[src/rtl/exc_entry_pkg.sv]
package exc_entry_pkg;

  typedef enum logic [1:0] {
    EK_NONE = 2'd0,
    EK_UND  = 2'd1,
    EK_SWI  = 2'd2,
    EK_IRQ  = 2'd3
  } exc_kind_e;

  localparam int MODE_W = 5;

  localparam logic [MODE_W-1:0] MD_USR = 5'h10;
  localparam logic [MODE_W-1:0] MD_FIQ = 5'h11;
  localparam logic [MODE_W-1:0] MD_IRQ = 5'h12;
  localparam logic [MODE_W-1:0] MD_SVC = 5'h13;
  localparam logic [MODE_W-1:0] MD_ABT = 5'h17;
  localparam logic [MODE_W-1:0] MD_UND = 5'h1B;
  localparam logic [MODE_W-1:0] MD_SYS = 5'h1F;

  typedef enum logic [2:0] {
    BK_SHARED = 3'd0,
    BK_FIQ    = 3'd1,
    BK_IRQ    = 3'd2,
    BK_SVC    = 3'd3,
    BK_ABT    = 3'd4,
    BK_UND    = 3'd5
  } bank_e;

  function automatic bank_e bank_of(input logic [MODE_W-1:0] m);
    case (m)
      MD_FIQ:  return BK_FIQ;
      MD_IRQ:  return BK_IRQ;
      MD_SVC:  return BK_SVC;
      MD_ABT:  return BK_ABT;
      MD_UND:  return BK_UND;
      default: return BK_SHARED;
    endcase
  endfunction

  function automatic logic [MODE_W-1:0] mode_for(input exc_kind_e k);
    case (k)
      EK_IRQ:  return MD_IRQ;
      EK_SWI:  return MD_SVC;
      EK_UND:  return MD_UND;
      default: return '0;
    endcase
  endfunction

endpackage

[src/rtl/exc_arbiter.sv]
module exc_arbiter
  import exc_entry_pkg::*;
#(
  parameter int SW    = 32,
  parameter int I_BIT = 7
) (
  input  logic          req_irq,
  input  logic          req_swi,
  input  logic          req_und,
  input  logic [SW-1:0] status,
  output exc_kind_e     kind
);
  logic irq_ok;

  assign irq_ok = req_irq && !status[I_BIT];

  always_comb begin
    if (req_und)      kind = EK_UND;
    else if (req_swi) kind = EK_SWI;
    else if (irq_ok)  kind = EK_IRQ;
    else              kind = EK_NONE;
  end
endmodule

[src/rtl/exc_addr_calc.sv]
module exc_addr_calc
  import exc_entry_pkg::*;
#(
  parameter int          AW       = 32,
  parameter int          SW       = 32,
  parameter int          T_BIT    = 5,
  parameter int          NARROW_W = 2,
  parameter int          WIDE_W   = 4,
  parameter logic [7:0]  VEC_UND  = 8'h04,
  parameter logic [7:0]  VEC_SWI  = 8'h08,
  parameter logic [7:0]  VEC_IRQ  = 8'h18,
  parameter int          HI_BITS  = 16
) (
  input  exc_kind_e     kind,
  input  logic [AW-1:0] pc,
  input  logic [SW-1:0] status,
  input  logic          hivec,
  output logic [AW-1:0] link,
  output logic [AW-1:0] vector
);
  localparam logic [AW-1:0] NARROW = AW'(NARROW_W);
  localparam logic [AW-1:0] WIDE   = AW'(WIDE_W);
  localparam logic [AW-1:0] HI_OR  = {{HI_BITS{1'b1}}, {(AW-HI_BITS){1'b0}}};

  logic [AW-1:0] width;
  logic [AW-1:0] back;
  logic [AW-1:0] base;

  assign width = status[T_BIT] ? NARROW : WIDE;
  assign back  = pc - width;

  always_comb begin
    case (kind)
      EK_IRQ:  begin link = back + WIDE; base = AW'(VEC_IRQ); end
      EK_SWI:  begin link = back;        base = AW'(VEC_SWI); end
      EK_UND:  begin link = back;        base = AW'(VEC_UND); end
      default: begin link = '0;          base = '0;           end
    endcase
  end

  assign vector = hivec ? (base | HI_OR) : base;
endmodule

[src/rtl/exc_status_upd.sv]
module exc_status_upd
  import exc_entry_pkg::*;
#(
  parameter int SW    = 32,
  parameter int T_BIT = 5,
  parameter int I_BIT = 7
) (
  input  exc_kind_e         kind,
  input  logic [SW-1:0]     status,
  output logic [MODE_W-1:0] new_mode,
  output logic [SW-1:0]     new_status,
  output logic              bank_swap
);
  logic [MODE_W-1:0] old_mode;

  assign old_mode = status[MODE_W-1:0];
  assign new_mode = mode_for(kind);

  always_comb begin
    new_status               = status;
    new_status[MODE_W-1:0]   = new_mode;
    new_status[T_BIT]        = 1'b0;
    new_status[I_BIT]        = 1'b1;
  end

  assign bank_swap = (kind != EK_NONE) && (bank_of(old_mode) != bank_of(new_mode));
endmodule

[src/rtl/exc_entry_seq.sv]
module exc_entry_seq
  import exc_entry_pkg::*;
#(
  parameter int AW    = 32,
  parameter int SW    = 32,
  parameter int T_BIT = 5,
  parameter int I_BIT = 7
) (
  input  logic              clk,
  input  logic              rst,
  input  logic              req_irq,
  input  logic              req_swi,
  input  logic              req_und,
  input  logic [AW-1:0]     pc_i,
  input  logic [SW-1:0]     status_i,
  input  logic              hivec_i,
  output logic              take_o,
  output logic [1:0]        kind_o,
  output logic [MODE_W-1:0] new_mode_o,
  output logic [AW-1:0]     link_o,
  output logic [AW-1:0]     vector_o,
  output logic [SW-1:0]     saved_status_o,
  output logic [SW-1:0]     status_o,
  output logic              bank_swap_o,
  output logic              wake_o
);
  exc_kind_e         kind;
  logic [AW-1:0]     link_c;
  logic [AW-1:0]     vec_c;
  logic [MODE_W-1:0] mode_c;
  logic [SW-1:0]     stat_c;
  logic              swap_c;
  logic              take_c;

  exc_arbiter #(.SW(SW), .I_BIT(I_BIT)) arb_i (
    .req_irq(req_irq), .req_swi(req_swi), .req_und(req_und),
    .status(status_i), .kind(kind)
  );

  exc_addr_calc #(.AW(AW), .SW(SW), .T_BIT(T_BIT)) addr_i (
    .kind(kind), .pc(pc_i), .status(status_i), .hivec(hivec_i),
    .link(link_c), .vector(vec_c)
  );

  exc_status_upd #(.SW(SW), .T_BIT(T_BIT), .I_BIT(I_BIT)) stat_i (
    .kind(kind), .status(status_i), .new_mode(mode_c),
    .new_status(stat_c), .bank_swap(swap_c)
  );

  assign take_c = (kind != EK_NONE);

  always_ff @(posedge clk) begin
    if (rst || !take_c) begin
      take_o         <= 1'b0;
      kind_o         <= 2'd0;
      new_mode_o     <= '0;
      link_o         <= '0;
      vector_o       <= '0;
      saved_status_o <= '0;
      status_o       <= '0;
      bank_swap_o    <= 1'b0;
      wake_o         <= 1'b0;
    end else begin
      take_o         <= 1'b1;
      kind_o         <= kind;
      new_mode_o     <= mode_c;
      link_o         <= link_c;
      vector_o       <= vec_c;
      saved_status_o <= status_i;
      status_o       <= stat_c;
      bank_swap_o    <= swap_c;
      wake_o         <= (kind == EK_IRQ);
    end
  end
endmodule

[config.mk]
export PLATFORM = sky130hd
export DESIGN_NAME = exc_entry_seq
export DESIGN_NICKNAME = d
export VERILOG_FILES = /design/src/rtl/exc_entry_pkg.sv /design/src/rtl/exc_arbiter.sv /design/src/rtl/exc_addr_calc.sv /design/src/rtl/exc_status_upd.sv /design/src/rtl/exc_entry_seq.sv
export SDC_FILE = /design/constraint.sdc
export NUM_CORES = 1
export LEC_CHECK = 0
export BUFFER_PORTS_ARGS = -buffer_cell sky130_fd_sc_hd__buf_2
export CAP_MARGIN = 30
export CORE_ASPECT_RATIO = 0.5
export CORE_UTILIZATION = 42
export CTS_CLUSTER_DIAMETER = 50
export CTS_CLUSTER_SIZE = 40
export DETAILED_ROUTE_END_ITERATION = 16
export PLACE_DENSITY = 0.78
export SETUP_SLACK_MARGIN = 0.02
export SLEW_MARGIN = 20
export SYNTH_ARGS = -nofsm -noshare
export SYNTH_HDL_FRONTEND = slang
export SYNTH_SLANG_ARGS = --single-unit
export TNS_END_PERCENT = 5
[constraint.sdc]
create_clock -name clk -period 3.6 [get_ports clk]
set_input_delay 0.18 -clock clk [delete_from_list [all_inputs] [get_ports clk]]
set_output_delay 0.18 -clock clk [all_outputs]
set_load 0.005 [all_outputs]
==> results.md <==
- Cell Area, Synth: 4100 sq um
- CTS sink cnt: 74
- Worst slack, placed: 0.0371 ns
- Final Cell Area: 5190 sq um
- Final Non-Filler Cells: 779
- CTS Root Cell: clkbuf_16
- Clock share of power: 0.416
- Initial Util: 0.434
- Sequential Power Share: 0.422
- Ys async rst share: 0
- Worst Max-Slew Pin Slew: 0.560 ns
- Post-CTS setup buffer count: 0
- Pre-antenna DRT Iters: 4
- Initial antenna violation count: 0
- Most common cell after layout, fill and taps aside: buf_2
- Met3 global-route usage: 0.0394
- WL per Instance: 12.9 microns
- Die X: 142 microns
- Worst path required time: 3.86 ns
- Layout area overhead: 26.8%
- Via count: 3779
- Synth warnings: 0
- Top cells by area, synth: dfxtp_1, buf_4, and2_1
- Drt initial violations: 207
- Combinational fraction of design power: 0.162
- Leakage power: 2.46 nW
- I/O Buffers: 191
- Commonest non-fill, non-tap cells in the layout: buf_2, dfxtp_1, nor2_1, and2_1, nand2_1
- Fin crit period: 3.24 ns
- Final setup violation count: 0
- Core Area: 9450 sq um
- Final Hold Vio Count: 0
- Avg Inst Size Synth: 8.46 sq um
- Placed cell count: 762
- Cell Int Power: 1.58 mW
- Number of max-cap violations: 0
- Clock Tree Buf Depth: 2
- Total Routed Length: 10100 microns
- First-pass GRT wire length: 15800 microns
- Status: finished clean
- Htree depth: 3
- Post-synthesis sequential area ratio: 0.362
- # diodes: 0
- Share of cells above drive strength 1: 0.377
- Critical path type: in -> reg
- Vias in the first global route: 3354
- Sum Neg Setup Slack: 0 ns
- Final Hold Slack: 0.0526 ns
- Hold Path Class: in -> reg
- #FFs+latches synth: 74
- Dpl hpwl: 7910 microns
- TritonCTS clock tree: yes
- Multi-input gate area in the final layout: 2080 sq um
- Total chip power: 2.10 mW
- Crit path max fanout: 6
- Ys flop type: dfxtp_1
- GRT Residual Overflow: 0
- Peak Freq: 0.308 GHz
- Global routing usage on met1: 0.240
- GPL Wtd Cong: 0.882
- Placed cell area: 4870 sq um
- Crit path capture type: register
- Post-CTS sizing: 0
- Cell accounting for the most synthesized area: dfxtp_1
- Relative slew slack: 0.624
- Worst-path clk slew: 0.05 ns
- RSZ-0062 raised after global routing: no
- Most Crowded Layer GR: met2
- Final nets: 713
- Hold-fix buffers, CTS: 0
- Post-DR vias/cell: 4.85
- CP Launch Type: primary input
- TritonCTS Buffers: 9
- Max Slew Vio Count: 0
- GR Util All Layers: 0.196
- Post-synth EDFFs: 0
- Top cell type's share of synthesized area: 0.362
- Routed Antenna Nets: 0
- Mapped Cells: 484
- Switch share: 0.246
- Register area: 1480 sq um
- Setup WS post-layout: 0.358 ns
- Switch Pwr: 517 uW
- Maximum VDD drop: 0.259 mV
- Layout filler cell count: 917
- Power Density: 404 nW/um^2
- Die Y: 71.8 microns
- Drc violations: 0
- Final period utilization: 0.901
- Critical path arrival: 3.50 ns
- I/O pins: 208
- Placement row count: 25
- M2 GR Usage: 0.343
- Core Util, Final: 0.550
- Synth unique cells: 59
- Die ar.: 10200 sq um
- Largest net degree at the start of global routing: 38
-- Yosys cell counts (2+ instances only) --
library cell	number
nor2_1	42
inv_1	7
and3_1	3
nor4b_1	2
nand2_1	28
a211oi_1	2
or2_2	6
and2_1	38
o21ai_0	10
o21a_1	2
a21oi_1	10
nand4b_1	2
xor2_1	17
buf_6	2
mux2i_1	5
clkbuf_1	16
o31ai_1	11
nand2b_1	3
buf_4	64
o211ai_1	2
dfxtp_1	74
nand4_1	5
nor2b_1	4
xnor2_1	23
or4_1	6
or3_1	13
nor3b_1	2
ha_1	3
nor3_1	26
nand3_1	13
o31a_1	3
nor4_1	8
nand3b_1	2
o22ai_1	5
-- power by group through the flow --
stage / clock, mW / combinational, mW / sequential, mW
after floorplan: 0 / 0.208 / 0.913
after global placement: 0 / 0.330 / 0.903
after detailed placement: 0 / 0.335 / 0.904
after CTS: 0.898 / 0.337 / 0.887
after global routing: 0.929 / 0.377 / 0.891
final: 0.874 / 0.340 / 0.886
-- worst paths after layout --
path	startpoint	to	slack, ns	cells after the start
max	pc_i[1]	link_o[23]$_SDFF_PN0_	0.36	13
min	status_i[12]	saved_status_o[12]$_SDFF_PN0_	0.05	2
-- metal layers --
layer	wire length, microns	vias up
met1	4380	1717
met3	592	17
met2	4900	144
met5	0	-
li1	-	1901
met4	185	0
-- worst max-delay path, stage by stage --
cell,delay (ns)
buf_2,0.09
inv_1,0.05
ha_1,0.17
inv_1,0.06
fa_1,0.41
nor4_2,0.25
nand4_1,0.18
or4_1,0.45
a222oi_1,0.46
o211ai_2,0.20
or3_1,0.49
or3_1,0.37
a21oi_1,0.14
-- cell type report --
type / count / area share
clock buffer: 11 / 0.0467
inverter: 7 / 0.00506
multi-input combinational: 334 / 0.400
sequential: 74 / 0.285
clock inverter: 5 / 0.0104
tap: 135 / 0.0325
timing repair buffer: 213 / 0.220
-- sequential cells by signal, indices dropped and copies added (netlist names) --
register	flops
link_o	32
saved_status_o	32
vector_o	3
bank_swap_o	1
take_o	1
new_mode_o	3
kind_o	2
-- logic make-up after synthesis --
group	count (synthesis)	share of synthesized area
AND/OR/NAND/NOR	208	0.273
other	1	0.000916
buffers and inverters	91	0.146
multiplexers	6	0.0150
adder cells (fa/ha/maj)	4	0.0141
AO/OA/AOI/OAI	60	0.104
XOR/XNOR	40	0.0855
flip-flops	74	0.362
Note: power is estimated with default switching activity, not from simulation.
